`config.mk`:
```
export PLATFORM = sky130hd
export DESIGN_NAME = bsc_chain
export DESIGN_NICKNAME = d
export VERILOG_FILES = /design/src/rtl/bsc_pkg.sv /design/src/rtl/bsc_mode_dec.sv /design/src/rtl/bsc_cell.sv /design/src/rtl/bsc_chain.sv
export SDC_FILE = /design/constraint.sdc
export NUM_CORES = 1
export LEC_CHECK = 0
export ABC_AREA = 1
export BUFFER_PORTS_ARGS = -buffer_cell sky130_fd_sc_hd__buf_2
export CAP_MARGIN = 5
export CELL_PAD_IN_SITES_DETAIL_PLACEMENT = 1
export CELL_PAD_IN_SITES_GLOBAL_PLACEMENT = 2
export CORE_MARGIN = 8
export CORE_UTILIZATION = 31
export DETAILED_ROUTE_END_ITERATION = 16
export GPL_TIMING_DRIVEN = 0
export PLACE_DENSITY = 0.83
export REMOVE_ABC_BUFFERS = 1
export SLEW_MARGIN = 10
export SYNTH_ARGS = -nofsm -noshare
export SYNTH_HDL_FRONTEND = slang
export SYNTH_SLANG_ARGS = --single-unit
```
`constraint.sdc`:
```
create_clock -name tck -period 2.3 [get_ports tck]
set_input_delay 0.46 -clock tck [delete_from_list [all_inputs] [get_ports tck]]
set_output_delay 0.46 -clock tck [all_outputs]
set_load 0.01 [all_outputs]
```
`src/rtl/bsc_pkg.sv`:
```
package bsc_pkg;

    typedef enum logic [2:0] {
        MODE_NORMAL = 3'd0,
        MODE_SAMPLE = 3'd1,
        MODE_EXTEST = 3'd2,
        MODE_INTEST = 3'd3,
        MODE_CLAMP  = 3'd4
    } bsc_mode_e;

    typedef struct packed {
        logic chain_sel;
        logic drv_pin;
        logic drv_core;
    } bsc_ctl_t;

endpackage

```
`src/rtl/bsc_mode_dec.sv`:
```
module bsc_mode_dec
    import bsc_pkg::*;
(
    input  logic [2:0] mode_code,
    output bsc_ctl_t   ctl
);

    always_comb begin
        ctl = '0;
        unique case (mode_code)
            MODE_SAMPLE: ctl.chain_sel = 1'b1;
            MODE_EXTEST: begin
                ctl.chain_sel = 1'b1;
                ctl.drv_pin   = 1'b1;
            end
            MODE_INTEST: begin
                ctl.chain_sel = 1'b1;
                ctl.drv_core  = 1'b1;
            end
            MODE_CLAMP:  ctl.drv_pin = 1'b1;
            default:     ctl = '0;
        endcase
    end

endmodule

```
`src/rtl/bsc_cell.sv`:
```
module bsc_cell #(
    parameter bit IS_OUTPUT = 1'b1
) (
    input  logic tck,
    input  logic rst_n,
    input  logic cap_en,
    input  logic shf_en,
    input  logic upd_en,
    input  logic drv_pin,
    input  logic drv_core,
    input  logic ser_in,
    input  logic par_in,
    output logic par_out,
    output logic shf_q,
    output logic upd_q
);

    logic drive;

    always_ff @(posedge tck or negedge rst_n) begin
        if (!rst_n)      shf_q <= 1'b0;
        else if (cap_en) shf_q <= par_in;
        else if (shf_en) shf_q <= ser_in;
    end

    always_ff @(negedge tck or negedge rst_n) begin
        if (!rst_n)      upd_q <= 1'b0;
        else if (upd_en) upd_q <= shf_q;
    end

    generate
        if (IS_OUTPUT) begin : g_out
            assign drive = drv_pin;
        end else begin : g_in
            assign drive = drv_core;
        end
    endgenerate

    assign par_out = drive ? upd_q : par_in;

endmodule

```
`src/rtl/bsc_chain.sv`:
```
module bsc_chain
    import bsc_pkg::*;
#(
    parameter int            N        = 8,
    parameter logic [N-1:0]  OUT_MASK = N'(8'h0F)
) (
    input  logic         tck,
    input  logic         rst_n,
    input  logic         capture_en,
    input  logic         shift_en,
    input  logic         update_en,
    input  logic [2:0]   mode,
    input  logic         scan_in,
    output logic         scan_out,
    input  logic [N-1:0] par_in,
    output logic [N-1:0] par_out
);

    localparam int LINK_W = N + 1;

    bsc_ctl_t           ctl;
    logic               cap_g;
    logic               shf_g;
    logic               upd_g;
    logic [LINK_W-1:0]  link;
    logic [N-1:0]       shf_vec;
    logic [N-1:0]       upd_vec;

    bsc_mode_dec dec_i (
        .mode_code (mode),
        .ctl       (ctl)
    );

    assign cap_g = capture_en & ctl.chain_sel;
    assign shf_g = shift_en   & ctl.chain_sel;
    assign upd_g = update_en  & ctl.chain_sel;

    assign link[N]     = scan_in;
    assign link[N-1:0] = shf_vec;
    assign scan_out    = link[0];

    generate
        for (genvar i = 0; i < N; i++) begin : g_cell
            bsc_cell #(.IS_OUTPUT(OUT_MASK[i])) cell_i (
                .tck      (tck),
                .rst_n    (rst_n),
                .cap_en   (cap_g),
                .shf_en   (shf_g),
                .upd_en   (upd_g),
                .drv_pin  (ctl.drv_pin),
                .drv_core (ctl.drv_core),
                .ser_in   (link[i+1]),
                .par_in   (par_in[i]),
                .par_out  (par_out[i]),
                .shf_q    (shf_vec[i]),
                .upd_q    (upd_vec[i])
            );
        end
    endgenerate

endmodule

```
# Word-level counts from Yosys, hierarchy flattened
# Index checks and enable logic that the tools add are counted.
dict set report word_totals {
  regBits 16
  output_inout_bits 9
  in_bits 17
}
dict set report op_classes {
  reduce_logical 3
  eq_ne 4
  bitwise 3
  muxes 27
}
# cell n
set op_table {}
lappend op_table {{$mux 1} 27}
lappend op_table {{$eq 3x2->1 const B} 2}
lappend op_table {{$and 1x1->1} 3}
lappend op_table {{$eq 3x1->1 const B} 1}
lappend op_table {{$eq 3x3->1 const B} 1}
lappend op_table {{$reduce_or 3->1} 1}
lappend op_table {{$reduce_bool 2->1} 1}
lappend op_table {{$reduce_or 2->1} 1}

# Depth between registers and ports, before layout
dict set report logic_depth {
  ltp_word 6
  depth_mapped 8
  mapped_depth_nobuf 7
}

# Modules after synthesis
# A second synthesis with hierarchy kept.
dict set report hier_totals {
  cells_unflattened 143
  hier_area_um2 910.9
}
# module cells_per_inst instances area_each_um2
set by_module_without_submodules {}
lappend by_module_without_submodules {bsc_cell 16 8 106.4}
lappend by_module_without_submodules {bsc_mode_dec 9 1 37.5}
lappend by_module_without_submodules {bsc_chain 6 1 22.5}

==> results.md <==
* HPWL after detailed placement at 1.92 mm
* Status: complete, but fails checks
* Origin of the critical flop-to-flop path: g_cell[0].cell_i.shf_q$_DFFE_PN0P_
* CP required at 1840 ps
* Clock sink count at 16
* Sort of element at the end of the critical path: output pin
* Reg-to-reg setup timing slack at 410 ps
* Slew @ Worst Pin at 391 ps
* Asr flop ratio synth at 1.00
* Final antenna-violating net count at 0
* Chip height at 73.6 microns
* Post-synth top area cell: dfrtn_1
* Worst reg2reg path endpoint: g_cell[0].cell_i.upd_q$_DFFE_NN0P_
* MaxCap Viol Count at 0
* Total number of vias at 888
* Post-synth EDFFs at 0
* Sum of overflow across all layers after global routing at 0
* Final worst clock skew at 3.13 ps
* Mean instance size in the synthesized netlist at 7.90 sq um
* Worst supply voltage drop on vdd at roughly 210 uV
* Number of antenna violations at the first check in global routing at 0
* Total chip power at 0.000861 W
* Layout area overhead at 18.6%
* Count of TritonRoute iterations in the first routing pass at 4
* Setup repair after global routing missed its margin: true
* Total of flip-flops plus latches after synthesis at 16
* Slew Limit Headroom at 0.739
* Violations in the final reports: negative setup slack
* Placeable core area at approximately 0.0033 sq mm
* Largest stage delay on the critical path at 420 ps
* Via density at 4.42
* Maximum number of pins on one net before global-route repair at 17
* Post-Synthesis Cells at 130
* Clock insertion delay at the later pin of the skew report at 290 ps
* Final RePlAce weighted congestion at roughly 0.7
* Clock tree from TritonCTS: yes
* IO Port Bufs at 25
* Leak at 0.667 nW
* Power Density at 706 mW/mm^2
* Detailed-route wire length per cell at 12.7 microns
* Final setup violation count at 8
* Hold Crit Class: input port to asynchronous set/reset pin
* Clock H-tree levels at 1
* Number of max-slew violations in the final report at 0
* Startpoint-to-endpoint class of the critical path: flip-flop to output pin
* Ports at 26
* Root cell of the clock tree: clkbuf_4
* Arrival time of the worst setup path at 2190 ps
* Top cells by instance count after synthesis: nand2_1, inv_1, nand3_1
* NumNets Final at 173
* Top flip-flop cell by instance count after synthesis: dfrtp_1
* Minimum setup slack in the final design at -345 ps
* Number of global-route vias before repair at 927
* Maximum clock insertion buffer count at 2
* CP cell instances: nor2_1 > a21oi_1 > buf_2
* Worst r2r path cells at 2
* Kind of start point of the critical path: flip-flop
* Die Footprint at 0.00541 sq mm
* Synth area leaders: dfrtn_1, dfrtp_1, nand2_1, nand3_1, inv_1
* Sequential area share after synthesis at 0.390
* Standard-cell row count at 21
* Cell with the largest stage delay on the worst path: dfrtn_1
* Combined global-route utilization of all metal layers at 0.0989
* Final routed DRC violation total at 0
* Worst Hold Margin at 75.3 ps
* Share of layout cells above drive strength 1 at 0.355
* First-pass GRT wire length at roughly 4.2 mm
* Portion of synthesized cell area occupied by the leading cell type at 0.195
* Total clock buffers created by CTS at 3
* Warning count from the yosys run at 0
* Hold violation count in the final report at 0
* Count of cell types in the netlist at 19
* Starting Density at 0.315
* Maximum fanout encountered on the critical timing path at 2
* Hold_buf cts at 0
* Diode count at 0
* Clock-pin slew on the worst setup and hold paths at 100 ps
* Cell with the most instances after synthesis: nand2_1
* Total routed wirelength at 2.56 mm
* Die W at around 74 microns
* Post-synthesis instance area at ~0.0010 sq mm
* Drt initial violations at 20
-- cells by family (layout without fill, tap and decap cells) --
logic type	count (synthesis)	in the layout	share of synthesized area
compound gates	19	19	0.135
buf+inv	32	57	0.177
flops	16	16	0.390
simple gates	63	63	0.298
-- timing repair --
action	in CTS	in global routing
setup buffers	3	4
resized for setup	4	2
pin swaps	7	1
setup endpoints to repair	13	10
-- power by group --
part           switching, W  internal (W)  leakage (nW)
Clock             0.0000964     0.0000963        0.0210
Sequential        0.0000376      0.000350         0.199
Combinational      0.000155      0.000125         0.447
-- sequential cells by signal, summed over array words and instances (netlist names) --
name	count
g_cell.cell_i.shf_q	8
g_cell.cell_i.upd_q	8
-- per-layer routing --
layer | track usage | vias up | part of all wire
li1 | - | 451 | -
met1 | 0.109 | 425 | 0.43
met2 | 0.175 | 10 | 0.54
met3 | 0.0205 | 2 | 0.023
met4 | 0.0466 | 0 | 0.014
met5 | 0 | - | 0
-- area by class of cell --
cell class / instances / area, sq um
fill: 450 / 2040
inverter: 21 / 78.8
sequential: 16 / 400
timing repair buffer: 32 / 178
tap: 46 / 57.6
multi-input combinational: 82 / 468
clock buffer: 4 / 36.3
-- through the flow --
stage                     instance area [sq um]  TNS [ps]  utilization  worst slack [ps]  cells
after detailed placement                   1110     -2690        0.340              -352    190
after floorplan                             925      -557            -             -92.7    119
after CTS                                  1180     -2630        0.363              -359    197
after global routing                       1220     -3010        0.374              -432    201
final                                      1220     -2500        0.374              -345    201
after global placement                     1110     -2400        0.340              -330    190
-- worst max-delay path: cells and delay by family (launching register included) --
family / cells / cell delay (ps)
AOI/OAI and AO/OA: 1 / 120
and+or+nand+nor: 1 / 50
buffers and inverters: 1 / 160
DFF: 1 / 420
-- how the worst max path moves through the flow --
stage	start	end	slack, ps	depth (start not counted)
2_1_floorplan	mode[2]	g_cell[0].cell_i.upd_q$_DFFE_NN0P_	-90	6
3_5_place_dp	mode[2]	g_cell[1].cell_i.upd_q$_DFFE_NN0P_	-350	7
4_1_cts	g_cell[6].cell_i.upd_q$_DFFE_NN0P_	par_out[6]	-360	3
6_report	g_cell[6].cell_i.upd_q$_DFFE_NN0P_	par_out[6]	-350	3
5_1_grt	g_cell[6].cell_i.upd_q$_DFFE_NN0P_	par_out[6]	-430	3
3_3_place_gp	mode[2]	g_cell[1].cell_i.upd_q$_DFFE_NN0P_	-330	7
-- cells in the final DEF (no fill, tap or decap) --
| cell type | Yosys | layout |
|---|---|---|
| inv_1 | 20 | 18 |
| nand2_8 | 1 | 3 |
| dfrtp_1 | 8 | 8 |
| o21ai_2 | 6 | 6 |
| nand3_1 | 17 | 17 |
| nand2_4 | 4 | 2 |
| inv_2 | 1 | 3 |
| o21ai_1 | 5 | 5 |
| a21o_1 | 1 | 1 |
| dfrtn_1 | 8 | 8 |
| nand4_1 | 1 | 1 |
| nor2_2 | 0 | 2 |
| a21oi_1 | 4 | 4 |
| nand2_1 | 33 | 33 |
| buf_2 | 0 | 25 |
| clkbuf_8 | 0 | 1 |
| clkbuf_4 | 0 | 3 |
| nor2_1 | 7 | 5 |
| a21oi_2 | 2 | 2 |
| a21oi_4 | 1 | 1 |
| buf_4 | 8 | 7 |
Power figures use the tool's default switching activity.
